## config.mk

```make
export PLATFORM = sky130hd
export DESIGN_NAME = dice_round
export DESIGN_NICKNAME = d
export VERILOG_FILES = /design/src/rtl/dice_pkg.sv /design/src/rtl/btn_edge.sv /design/src/rtl/face_counter.sv /design/src/rtl/roll_slot.sv /design/src/rtl/dice_round.sv
export SDC_FILE = /design/constraint.sdc
export NUM_CORES = 1
export LEC_CHECK = 0
export BUFFER_PORTS_ARGS = -buffer_cell sky130_fd_sc_hd__buf_2
export CELL_PAD_IN_SITES_DETAIL_PLACEMENT = 2
export CELL_PAD_IN_SITES_GLOBAL_PLACEMENT = 2
export CORE_AREA = 2 2 56 47
export CTS_BUF_LIST = sky130_fd_sc_hd__clkbuf_16
export CTS_CLUSTER_SIZE = 40
export DETAILED_ROUTE_END_ITERATION = 10
export DIE_AREA = 0 0 58 49
export PLACE_DENSITY = 0.77
export SLEW_MARGIN = 20
export SYNTH_ARGS = -nofsm -noshare
export SYNTH_HDL_FRONTEND = slang
export SYNTH_SLANG_ARGS = --single-unit
```

## constraint.sdc

```tcl
create_clock -name clk -period 1.1 [get_ports clk]
set_clock_uncertainty 0.05 [all_clocks]
set_input_delay 0.055 -clock clk [delete_from_list [all_inputs] [get_ports clk]]
set_output_delay 0.055 -clock clk [all_outputs]
set_load 0.01 [all_outputs]
```

## src/rtl/dice_pkg.sv

```systemverilog
`timescale 1ns/1ps
package dice_pkg;
  localparam int FACES  = 6;
  localparam int FACE_W = $clog2(FACES + 1);

  typedef logic [FACE_W-1:0] face_t;

  // Next die face: 1..FACES, wrapping back to 1.
  function automatic face_t next_face(input face_t f);
    if (f >= face_t'(FACES) || f == '0) return face_t'(1);
    return f + face_t'(1);
  endfunction

  // Verdict {a_wins, b_wins}; nothing until both have rolled.
  function automatic logic [1:0] judge(input face_t a, input face_t b, input logic both);
    logic [1:0] v;
    v[1] = both && (a > b);
    v[0] = both && (b > a);
    return v;
  endfunction
endpackage

```

## src/rtl/btn_edge.sv

```systemverilog
`timescale 1ns/1ps
module btn_edge #(
  parameter int STAGES = 2
) (
  input  logic clk,
  input  logic rst,
  input  logic btn,
  output logic pulse
);
  logic [STAGES-1:0] sync_q;
  logic              last_q;

  // Synchroniser data path carries no reset: it is a metastability filter.
  always_ff @(posedge clk) begin
    sync_q <= {sync_q[STAGES-2:0], btn};
    last_q <= sync_q[STAGES-1];
  end

  assign pulse = sync_q[STAGES-1] & ~last_q;

  // A held press yields exactly one pulse.
  p_single_pulse_r7: assert property (@(posedge clk) disable iff (rst)
    pulse |=> !pulse);
endmodule

```

## src/rtl/face_counter.sv

```systemverilog
`timescale 1ns/1ps
module face_counter
  import dice_pkg::*;
(
  input  logic  clk,
  input  logic  rst,
  output face_t cnt
);
  always_ff @(posedge clk) begin
    if (rst) cnt <= face_t'(1);
    else     cnt <= next_face(cnt);
  end

  p_wrap_r2: assert property (@(posedge clk) disable iff (rst)
    (cnt == face_t'(FACES)) |=> (cnt == face_t'(1)));
  p_step_r2: assert property (@(posedge clk) disable iff (rst)
    (cnt != face_t'(FACES)) |=> (cnt == $past(cnt) + face_t'(1)));
endmodule

```

## src/rtl/roll_slot.sv

```systemverilog
`timescale 1ns/1ps
module roll_slot
  import dice_pkg::*;
(
  input  logic  clk,
  input  logic  rst,
  input  logic  take,
  input  face_t sample,
  output face_t face,
  output logic  rolled
);
  always_ff @(posedge clk) begin
    if (rst)                 face <= '0;
    else if (take && !rolled) face <= sample;
  end

  assign rolled = (face != '0);

  p_range_r2: assert property (@(posedge clk) disable iff (rst)
    rolled |-> (face <= face_t'(FACES)));
  p_latch_r2: assert property (@(posedge clk) disable iff (rst)
    (take && !rolled) |=> (face == $past(sample)));
  p_hold_r6: assert property (@(posedge clk) disable iff (rst)
    rolled |=> $stable(face));
endmodule

```

## src/rtl/dice_round.sv

```systemverilog
`timescale 1ns/1ps
module dice_round
  import dice_pkg::*;
#(
  parameter int SYNC_STAGES = 2
) (
  input  logic              clk,
  input  logic              rst,
  input  logic              roll_btn_a,
  input  logic              roll_btn_b,
  output logic [FACE_W-1:0] face_a,
  output logic [FACE_W-1:0] face_b,
  output logic              win_a,
  output logic              win_b
);
  localparam int PLAYERS = 2;

  face_t               die_cnt;
  logic [PLAYERS-1:0]  btn_in;
  logic [PLAYERS-1:0]  press_evt;
  logic [PLAYERS-1:0]  rolled;
  face_t               face_q [PLAYERS];
  logic                both_rolled;
  logic [1:0]          verdict;

  assign btn_in = {roll_btn_b, roll_btn_a};

  face_counter u_cnt (.clk(clk), .rst(rst), .cnt(die_cnt));

  for (genvar p = 0; p < PLAYERS; p++) begin : g_player
    btn_edge #(.STAGES(SYNC_STAGES)) u_edge (
      .clk(clk), .rst(rst), .btn(btn_in[p]), .pulse(press_evt[p]));
    roll_slot u_slot (
      .clk(clk), .rst(rst), .take(press_evt[p]), .sample(die_cnt),
      .face(face_q[p]), .rolled(rolled[p]));
  end

  assign both_rolled = &rolled;
  assign verdict     = judge(face_q[0], face_q[1], both_rolled);

  always_ff @(posedge clk) begin
    if (rst) begin
      win_a <= 1'b0;
      win_b <= 1'b0;
    end else begin
      win_a <= verdict[1];
      win_b <= verdict[0];
    end
  end

  assign face_a = face_q[0];
  assign face_b = face_q[1];

  p_reset_state_r1: assert property (@(posedge clk)
    rst |=> (face_a == '0 && face_b == '0 && !win_a && !win_b));
  p_no_early_win_r3: assert property (@(posedge clk) disable iff (rst)
    !both_rolled |-> (!win_a && !win_b));
  p_larger_wins_r4: assert property (@(posedge clk) disable iff (rst)
    (both_rolled && face_a > face_b) |=> (win_a && !win_b));
  p_single_winner_r4: assert property (@(posedge clk) disable iff (rst)
    !(win_a && win_b));
  p_tie_dark_r5: assert property (@(posedge clk) disable iff (rst)
    (both_rolled && face_a == face_b) |=> (!win_a && !win_b));
  p_same_sample_r8: assert property (@(posedge clk) disable iff (rst)
    (&press_evt && !rolled[0] && !rolled[1]) |=> (face_a == face_b));
endmodule

```

==> flow_metrics.tcl, run 1 <==
set metrics [dict create \
    detail-route-antenna-nets 0 \
    wl_per_cell_um 14.0 \
    die-width_um 58 \
    min_from "rst" \
    die_area_um2 2840 \
    synth_largest_area_cell "dfxtp_1" \
    htree_levels 1 \
    dr.pass1.iters 3 \
    worstSetupPathType "register to register" \
    grt_pass1_vias 591 \
    endpoint "win_b$_SDFF_PP0_" \
    vias_per_cell 4.67 \
    synth_cells 60 \
    yosys-top-cells-area "dfxtp_1, ha_1, nor3_4" \
    dr.first_iter.drc_count 3 \
    core-area_um2 2320 \
    cts_buffer_depth 2 \
    async_flop_share_pct 0 \
    slew_headroom_pct 81.1 \
    route.detailed.drc 0 \
    place_congestion 0.728 \
    synthFlopType "dfxtp_1" \
    io_pins 12 \
    start_kind "register" \
    min_period_ns 1.15 \
    finalCritPeriodShare_pct 105 \
    powerDensity_nw_per_um2 2250 \
    power.leakage_nw 0.429 \
    finalSetupTns_ns -0.0667 \
    cp-startpoint "g_player[0].u_slot.face[2]$_SDFFE_PP0P_" \
    r2r-start "g_player[0].u_slot.face[2]$_SDFFE_PP0P_" \
    clock-root-buffer "clkbuf_16" \
    clock-sinks 17 \
    cts_buffers 3 \
    finish.utilization_pct 42.8 \
    dp_hpwl_um 1160 \
    grt_pass1_wl_um 2700 \
    cp.depth 5 \
    r2r_end "win_b$_SDFF_PP0_" \
    layout_setup_ws_ns -0.0508 \
    status "complete, but fails checks" \
    slew_viol_final 0 \
    yosysTopAreaCellShare_pct 53.5 \
    crit_buf_inv 1 \
    critPathArrivalTime_ns 1.24 \
    rows 16 \
    synth_seq_cells 17 \
    setup_viol 2 \
    synth_nets 70 \
    endpoint_kind "register" \
    hold_viol 0 \
    ir_drop_v 0.00132 \
    slowest_stage "dfxtp_4" \
    synthToLayoutAreaGrowth_pct 56.3 \
    vias 518 \
    antenna_found_initial 0 \
    clock.fmax_mhz 869 \
    yosys_warnings 0 \
    fillCellCount 247 \
    gr-total-overflow 0 \
    netlist_area_um2 636 \
    cp_max_fo 3 \
    antenna_cells 0 \
    cp_cell_sequence "inv_4 > ha_4 > a21oi_2 > nand2_1 > and3_1" \
    maxCapViolations 0 \
    clock_latency_ns 0.25 \
    clkTransAtPathRegs_ns 0.05 \
    cts_tree "yes" \
    r2r_setup_slack_ns -0.05 \
    r2r_cells 5 \
    ys_types 18 \
    hold_ws_ns 0.0270 \
    postRouteWirelength_um 1550 \
    holdCritPathClass "input pin to register" \
    port_buffers 11 \
    final_nets 95 \
    required_ns 1.19 \
    initial_utilization_pct 27.4 \
    grt_max_degree 12 \
    synth_edf_count 0 \
    avgSynthCellArea_um2 10.6 \
    synth_commonest_cells "dfxtp_1, ha_1, inv_1, nor2_1" \
    rsz0062_at_grt "yes" \
    path_delay_family "flip-flops" \
    layout-drive-gt1-share_pct 57.1 \
    seq_area_frac_synth_pct 53.5 \
    tightest_slew_ns 0.283 \
    synth_most_common_cell "dfxtp_1" \
    grt_usage_pct 13.1 \
    pre_cts_slack_ns -0.0596 \
    violations "negative setup slack" \
    die_h_um 49 \
    cpPeakStageDelay_ns 0.37 \
]
-- placed cells by master (no fill, tap or decap), types with 2 or more instances in the layout --
cell type      netlist  routed
buf_4                0       6
nand2_1              2       2
a31oi_1              3       3
nand3_1              4       3
inv_4                0       2
dfxtp_4              0       4
nor2_1               5       4
clkbuf_16            0       3
dfxtp_1             17      10
dlygate4sd3_1        0       2
inv_2                0       3
buf_2                1      11
ha_4                 0       4
dfxtp_2              0       3
a21oi_2              0       2
buf_6                0       2
a21oi_1              4       2
nor2b_1              3       3
nor3_4               2       3
-- what timing repair did --
item	CTS	global route
endpoints found under the setup margin	5	7
hold buffers	2	0
setup buffers	0	1
pin swaps	2	14
endpoints found under the hold margin	2	0
resized for setup	7	13
-- cell type report --
cell class,count,area [um^2],share of cell area (%)
sequential,17,359,36.1
multi-input combinational,37,355,35.8
timing repair buffer,21,143,14.4
clock buffer,3,75.1,7.56
tap,27,33.8,3.40
inverter,5,21.3,2.14
clock inverter,1,6.26,0.630
-- cells by family after synthesis --
logic type	count (synthesis)	synth area share, %
AOI/OAI and AO/OA	9	8.86
adders and majority gates	6	11.8
buffers and inverters	6	3.74
DFF	17	53.5
and+or+nand+nor	22	22.0
-- worst min path at each step --
stage / end / slack, ns / depth (start not counted)
5_1_grt: g_player[1].u_slot.face[0]$_SDFFE_PP0P_ / 0.04 / 2
6_report: g_player[1].u_slot.face[0]$_SDFFE_PP0P_ / 0.03 / 2
2_1_floorplan: g_player[0].u_edge.sync_q[0]$_DFF_P_ / 0.03 / 0
3_3_place_gp: g_player[0].u_edge.sync_q[0]$_DFF_P_ / 0.11 / 1
4_1_cts: g_player[0].u_slot.face[1]$_SDFFE_PP0P_ / 0.04 / 2
3_5_place_dp: g_player[0].u_edge.sync_q[0]$_DFF_P_ / 0.11 / 1
-- flip-flops by register name, indices dropped and copies added (netlist names) --
register and flops:
u_cnt.cnt 3, win_a 1, win_b 1, g_player.u_slot.face 6
g_player.u_edge.sync_q 4, g_player.u_edge.last_q 2
-- metrics by stage --
stage               instance area, um^2  std cells  total power [mW]
finish                              993        111              2.24
global route                        993        111              2.38
CTS                                 928        110              2.14
detailed placement                  798        104              1.33
global placement                    798        104              1.29
floorplan                           662         60              1.08
-- report_power, final --
group          switching [mW]  internal (mW)  total [mW]
registers              0.0991          0.712       0.811
clock network           0.246          0.492       0.738
logic                   0.323          0.364       0.688
total                   0.669           1.57        2.24
-- per-layer routing --
layer | global-route usage, % | wire length, um | vias up
li1 | - | - | 253
met1 | 13.0 | 633 | 247
met2 | 23.5 | 804 | 13
met3 | 5.57 | 85 | 5
met4 | 5.81 | 29 | 0
met5 | 0 | 0 | -
Power figures use the tool's default switching activity.
==> inputs of run 2 (changes only) <==
MAX_ROUTING_LAYER = met4   (was unset)
==> run 2 against run 1 <==
  * The run still ends with negative setup slack left
  * Critical path type unchanged
  * Clock-buffer cell count unchanged
  * Utilization unchanged
  * Total power about the same
  * Worst hold slack about the same
  * Die area unchanged
  * Highest routed layer unchanged
==> flow_metrics.tcl, run 2 (same netlist as run 1, synthesis figures left out) <==
set metrics [dict create \
    maxCapViolations 0 \
    cp_max_fo 3 \
    mostFrequentLayoutCells "buf_2, dfxtp_1, buf_4" \
    grt_pass1_vias 590 \
    dpl-instance-area_um2 798 \
    r2r_cells 5 \
    initial_utilization_pct 27.4 \
    start_kind "register" \
    die_h_um 49 \
    die_area_um2 2840 \
    slew_headroom_pct 81.1 \
    path_delay_family "flip-flops" \
    endpoint_kind "register" \
    cpPeakStageDelay_ns 0.37 \
    layout_setup_ws_ns -0.0508 \
    wl_per_cell_um 14.0 \
    grt_usage_pct 13.5 \
    detail-route-antenna-nets 0 \
    tightest_slew_ns 0.283 \
    rows 16 \
    ir_drop_v 0.00132 \
    largest_reg_flops 6 \
    clkTransAtPathRegs_ns 0.05 \
    whs_path_depth 2 \
    powerDensity_nw_per_um2 2250 \
    route.detailed.drc 0 \
    finish.utilization_pct 42.8 \
    cp_cell_sequence "inv_4 > ha_4 > a21oi_2 > nand2_1 > and3_1" \
    core-area_um2 2320 \
    critPathArrivalTime_ns 1.24 \
    clock.fmax_mhz 869 \
    cts_buffer_depth 2 \
    htree_levels 1 \
    min_period_ns 1.15 \
    pre_cts_slack_ns -0.0596 \
    rsz0062_at_grt "yes" \
    place_congestion 0.736 \
    final_common_cell "buf_2" \
    cts_buffers 3 \
    postRouteWirelength_um 1560 \
    grt_max_degree 12 \
    status "complete, but fails checks" \
    grt_pass1_wl_um 2700 \
    clock_latency_ns 0.25 \
    slew_viol_final 0 \
    synthToLayoutAreaGrowth_pct 56.3 \
    setup_viol 2 \
    final_nets 95 \
    dr.pass1.iters 3 \
    cp.depth 5 \
    cts_tree "yes" \
    slowest_stage "dfxtp_4" \
    layout-drive-gt1-share_pct 57.1 \
    clock-root-buffer "clkbuf_16" \
    largest_register "g_player.u_slot.face" \
    required_ns 1.19 \
    vias 518 \
    gr-total-overflow 0 \
    hold_viol 0 \
    holdCritPathClass "input pin to register" \
    dp_hpwl_um 1160 \
    io_pins 12 \
    port_buffers 11 \
    clock-sinks 17 \
    vias_per_cell 4.67 \
    finalCritPeriodShare_pct 105 \
    die-width_um 58 \
    violations "negative setup slack" \
    worstSetupPathType "register to register" \
    top_regs "g_player.u_slot.face x6, g_player.u_edge.sync_q x4, u_cnt.cnt x3" \
    crit_buf_inv 1 \
    antenna_found_initial 0 \
    antenna_cells 0 \
    power.leakage_nw 0.429 \
    stdcell_area_um2 993 \
    dr.first_iter.drc_count 3 \
]
[run 2: worst paths after layout]
path                                                                 to  slack (ns)                                    start
worst min-delay path            g_player[1].u_slot.face[0]$_SDFFE_PP0P_        0.03                                      rst
worst min register to register     g_player[0].u_edge.sync_q[1]$_DFF_P_        0.28     g_player[0].u_edge.sync_q[0]$_DFF_P_
worst max-delay path                                   win_b$_SDFF_PP0_       -0.05  g_player[0].u_slot.face[2]$_SDFFE_PP0P_
worst max register to register                         win_b$_SDFF_PP0_       -0.05  g_player[0].u_slot.face[2]$_SDFFE_PP0P_
[run 2: repair_timing]
action	4_1_cts	5_1_grt
gates resized for setup	7	13
endpoints found under the hold margin	2	0
buffers inserted	0	1
pin swaps	2	14
endpoints found under the setup margin	5	7
hold buffers	2	0
[run 2: report_power, final]
| group | total (mW) | internal, mW | switching [mW] | leakage [nW] |
|---|---|---|---|---|
| Combinational | 0.688 | 0.364 | 0.323 | 0.244 |
| Sequential | 0.811 | 0.712 | 0.0991 | 0.144 |
| Clock | 0.738 | 0.492 | 0.246 | 0.0414 |
[run 2: layer usage]
layer | global-route usage (%) | part of all wire [%] | vias to the layer above
met5 | - | 0 | -
met4 | 5.81 | 2.0 | 0
met3 | 5.57 | 5.4 | 5
met2 | 23.5 | 52 | 13
met1 | 13.0 | 41 | 247
li1 | - | - | 253
[run 2: area by class of cell]
class                      count  area, um^2
clock buffer                   3        75.1
fill                         247        1330
tap                           27        33.8
inverter                       5        21.3
sequential                    17         359
clock inverter                 1        6.26
multi-input combinational     37         355
timing repair buffer          21         143
[run 2: worst reg2reg max path: stages (launching register included)]
cell	delay [ns]
dfxtp_4	0.37
inv_4	0.04
ha_4	0.22
a21oi_2	0.13
nand2_1	0.08
and3_1	0.14
[run 2: per-stage QoR]
| step | total power [mW] | instances | hold WS [ns] | TNS (ns) |
|---|---|---|---|---|
| after global placement | 1.29 | 104 | 0.110 | -0.0128 |
| final | 2.24 | 111 | 0.0270 | -0.0665 |
| after floorplan | 1.08 | 60 | 0.0327 | 0 |
| after global routing | 2.38 | 111 | 0.0389 | -0.337 |
| after detailed placement | 1.33 | 104 | 0.113 | -0.205 |
| after CTS | 2.14 | 110 | 0.0397 | -0.0708 |
==> inputs of run 3 (changes only) <==
CORE_AREA = 2 2 53 45   (was 2 2 56 47)
DIE_AREA = 0 0 55 47   (was 0 0 58 49)
PLACE_DENSITY = 0.81   (was 0.77)
clock period = 1.3 ns   (was 1.1 ns; I/O delays follow)
==> run 3 against run 2 <==
  * Cell count fell by 4.5%
  * The run now ends clean
  * Global-route usage rose by 0.23 points
  * Die area fell by 9.0%
  * Critical path depth did not move
  * Largest power group unchanged
  * Sequential share of layout area rose by 2.8 points
==> flow_metrics.tcl, run 3 (same netlist as run 1, synthesis figures left out) <==
set metrics [dict create \
    status "complete, no violations" \
    pwr-share-seq_pct 38.4 \
    r2r_end "u_cnt.cnt[1]$_SDFF_PP0_" \
    r2r_cells 5 \
    clock-root-buffer "clkbuf_16" \
    route.detailed.drc 0 \
    pwr-share-comb_pct 24.5 \
    layout-drive-gt1-share_pct 30.9 \
    htree_levels 1 \
    rows 15 \
    largest_reg_flops 6 \
    power.leakage_nw 0.401 \
    min_period_ns 1.18 \
    synthToLayoutAreaGrowth_pct 37.4 \
    maxCapViolations 0 \
    pre_cts_slack_ns 0.0715 \
    clkTransAtPathRegs_ns 0.05 \
    fin_cells 106 \
    antenna_cells 0 \
    layout_setup_ws_ns 0.124 \
    final_common_cell "dfxtp_1" \
    finish.utilization_pct 42.3 \
    dr.first_iter.drc_count 7 \
    cp_max_fo 2 \
    die_h_um 47 \
    place_congestion 0.654 \
    cts_buffers 3 \
    clock.fmax_mhz 851 \
    vias 500 \
    min_from "rst" \
    whs_path_depth 2 \
    grt_pass1_wl_um 2260 \
    dp_hpwl_um 1040 \
    clkPwrFrac_pct 37.1 \
    setup_viol 0 \
    clock-sinks 17 \
    grt_max_degree 12 \
    gr-total-overflow 0 \
    holdCritPathClass "input pin to register" \
    tightest_slew_ns 0.244 \
    detail-route-antenna-nets 0 \
    mostFrequentLayoutCells "dfxtp_1, buf_2" \
    top_regs "g_player.u_slot.face x6, g_player.u_edge.sync_q x4, u_cnt.cnt x3" \
    slew_viol_final 0 \
    clock_latency_ns 0.25 \
    postRouteWirelength_um 1340 \
    critPathArrivalTime_ns 1.32 \
    die_area_um2 2590 \
    slew_headroom_pct 83.7 \
    worstSetupPathType "register to register" \
    placed_cells 100 \
    r2r_setup_slack_ns 0.12 \
    wl_per_cell_um 12.7 \
    start_kind "register" \
    p_switching_mw 0.478 \
    antenna_found_initial 0 \
    vias_per_cell 4.72 \
    r2r-start "u_cnt.cnt[0]$_SDFF_PP1_" \
    hold_ws_ns 0.0509 \
    powerDensity_nw_per_um2 1930 \
    sw_frac_of_total_pct 28.4 \
    endpoint_kind "register" \
    grt_usage_pct 13.7 \
    ir_drop_v 0.00113 \
    port_buffers 11 \
    initial_utilization_pct 30.8 \
    core-area_um2 2060 \
    die-width_um 55 \
    final_nets 92 \
    hold_end "g_player[1].u_slot.face[0]$_SDFFE_PP0P_" \
    largest_register "g_player.u_slot.face" \
    cts_buffer_depth 2 \
    rsz0062_at_grt "no" \
    finalCritPeriodShare_pct 90.4 \
    hold_viol 0 \
    dr.pass1.iters 3 \
    cts_tree "yes" \
    internal-power_mw 1.20 \
    required_ns 1.45 \
    finalSetupTns_ns 0 \
    io_pins 12 \
    grt_pass1_vias 507 \
]
run 3: cell types whose count changed in the layout (fill, tap and decap cells not counted), moves of 2 or more:
| cell | delta |
|---|---|
| buf_6 | -2 |
| dfxtp_1 | +7 |
| dfxtp_2 | -3 |
| ha_4 | -3 |
| inv_1 | +4 |
| dfxtp_4 | -4 |
| ha_1 | +4 |
| inv_2 | -3 |
| inv_4 | -2 |
run 3: metal layers:
layer  track usage, %  up-vias  part of all wire [%]
li1                 -      245                     -
met1             14.3      243                    42
met2             22.1       12                    52
met3             8.60        0                   6.1
met4             2.93        0                     0
met5                -        -                     0
run 3: through the flow:
step	total power [mW]	area, um^2
floorplan	0.901	636
global placement	1.03	754
detailed placement	1.06	754
CTS	1.71	857
global route	1.81	873
finish	1.68	873
run 3: power by group through the flow:
stage	Sequential [mW]	Combinational, mW	Clock, mW
floorplan	0.680	0.221	0
global placement	0.653	0.373	0
detailed placement	0.657	0.407	0
CTS	0.647	0.417	0.647
global route	0.655	0.478	0.677
finish	0.646	0.412	0.624
run 3: what timing repair did:
action	in CTS	in global routing
gates resized for setup	0	2
hold endpoints to repair	2	0
endpoints found under the setup margin	0	1
setup buffers	0	0
hold buffers	2	0
run 3: how the worst max path moves through the flow:
stage	to	startpoint	slack [ns]	cells past startpoint
after floorplan	win_b$_SDFF_PP0_	g_player[0].u_slot.face[2]$_SDFFE_PP0P_	0.01	5
after CTS	win_b$_SDFF_PP0_	g_player[0].u_slot.face[2]$_SDFFE_PP0P_	0.06	5
after detailed placement	win_b$_SDFF_PP0_	g_player[0].u_slot.face[2]$_SDFFE_PP0P_	0.07	5
after global routing	u_cnt.cnt[1]$_SDFF_PP0_	u_cnt.cnt[0]$_SDFF_PP1_	0.05	5
after global placement	win_b$_SDFF_PP0_	g_player[0].u_slot.face[2]$_SDFFE_PP0P_	0.13	5
final	u_cnt.cnt[1]$_SDFF_PP0_	u_cnt.cnt[0]$_SDFF_PP1_	0.12	5
run 3: critical path, cell delays in order, from the launching register on:
cell and delay [ns]:
dfxtp_1 0.33, inv_1 0.06, ha_1 0.22, nor3b_2 0.16, o21ba_1 0.18, and2_1 0.12
run 3: final cells by class:
| cell class | instances | area (um^2) |
|---|---|---|
| multi-input cells | 37 | 288 |
| clock buffers | 3 | 75.1 |
| flip-flops and latches | 17 | 340 |
| well taps | 25 | 31.3 |
| clock inverters | 1 | 7.51 |
| fillers | 223 | 1190 |
| repair buffers | 18 | 113 |
| inverters | 5 | 18.8 |
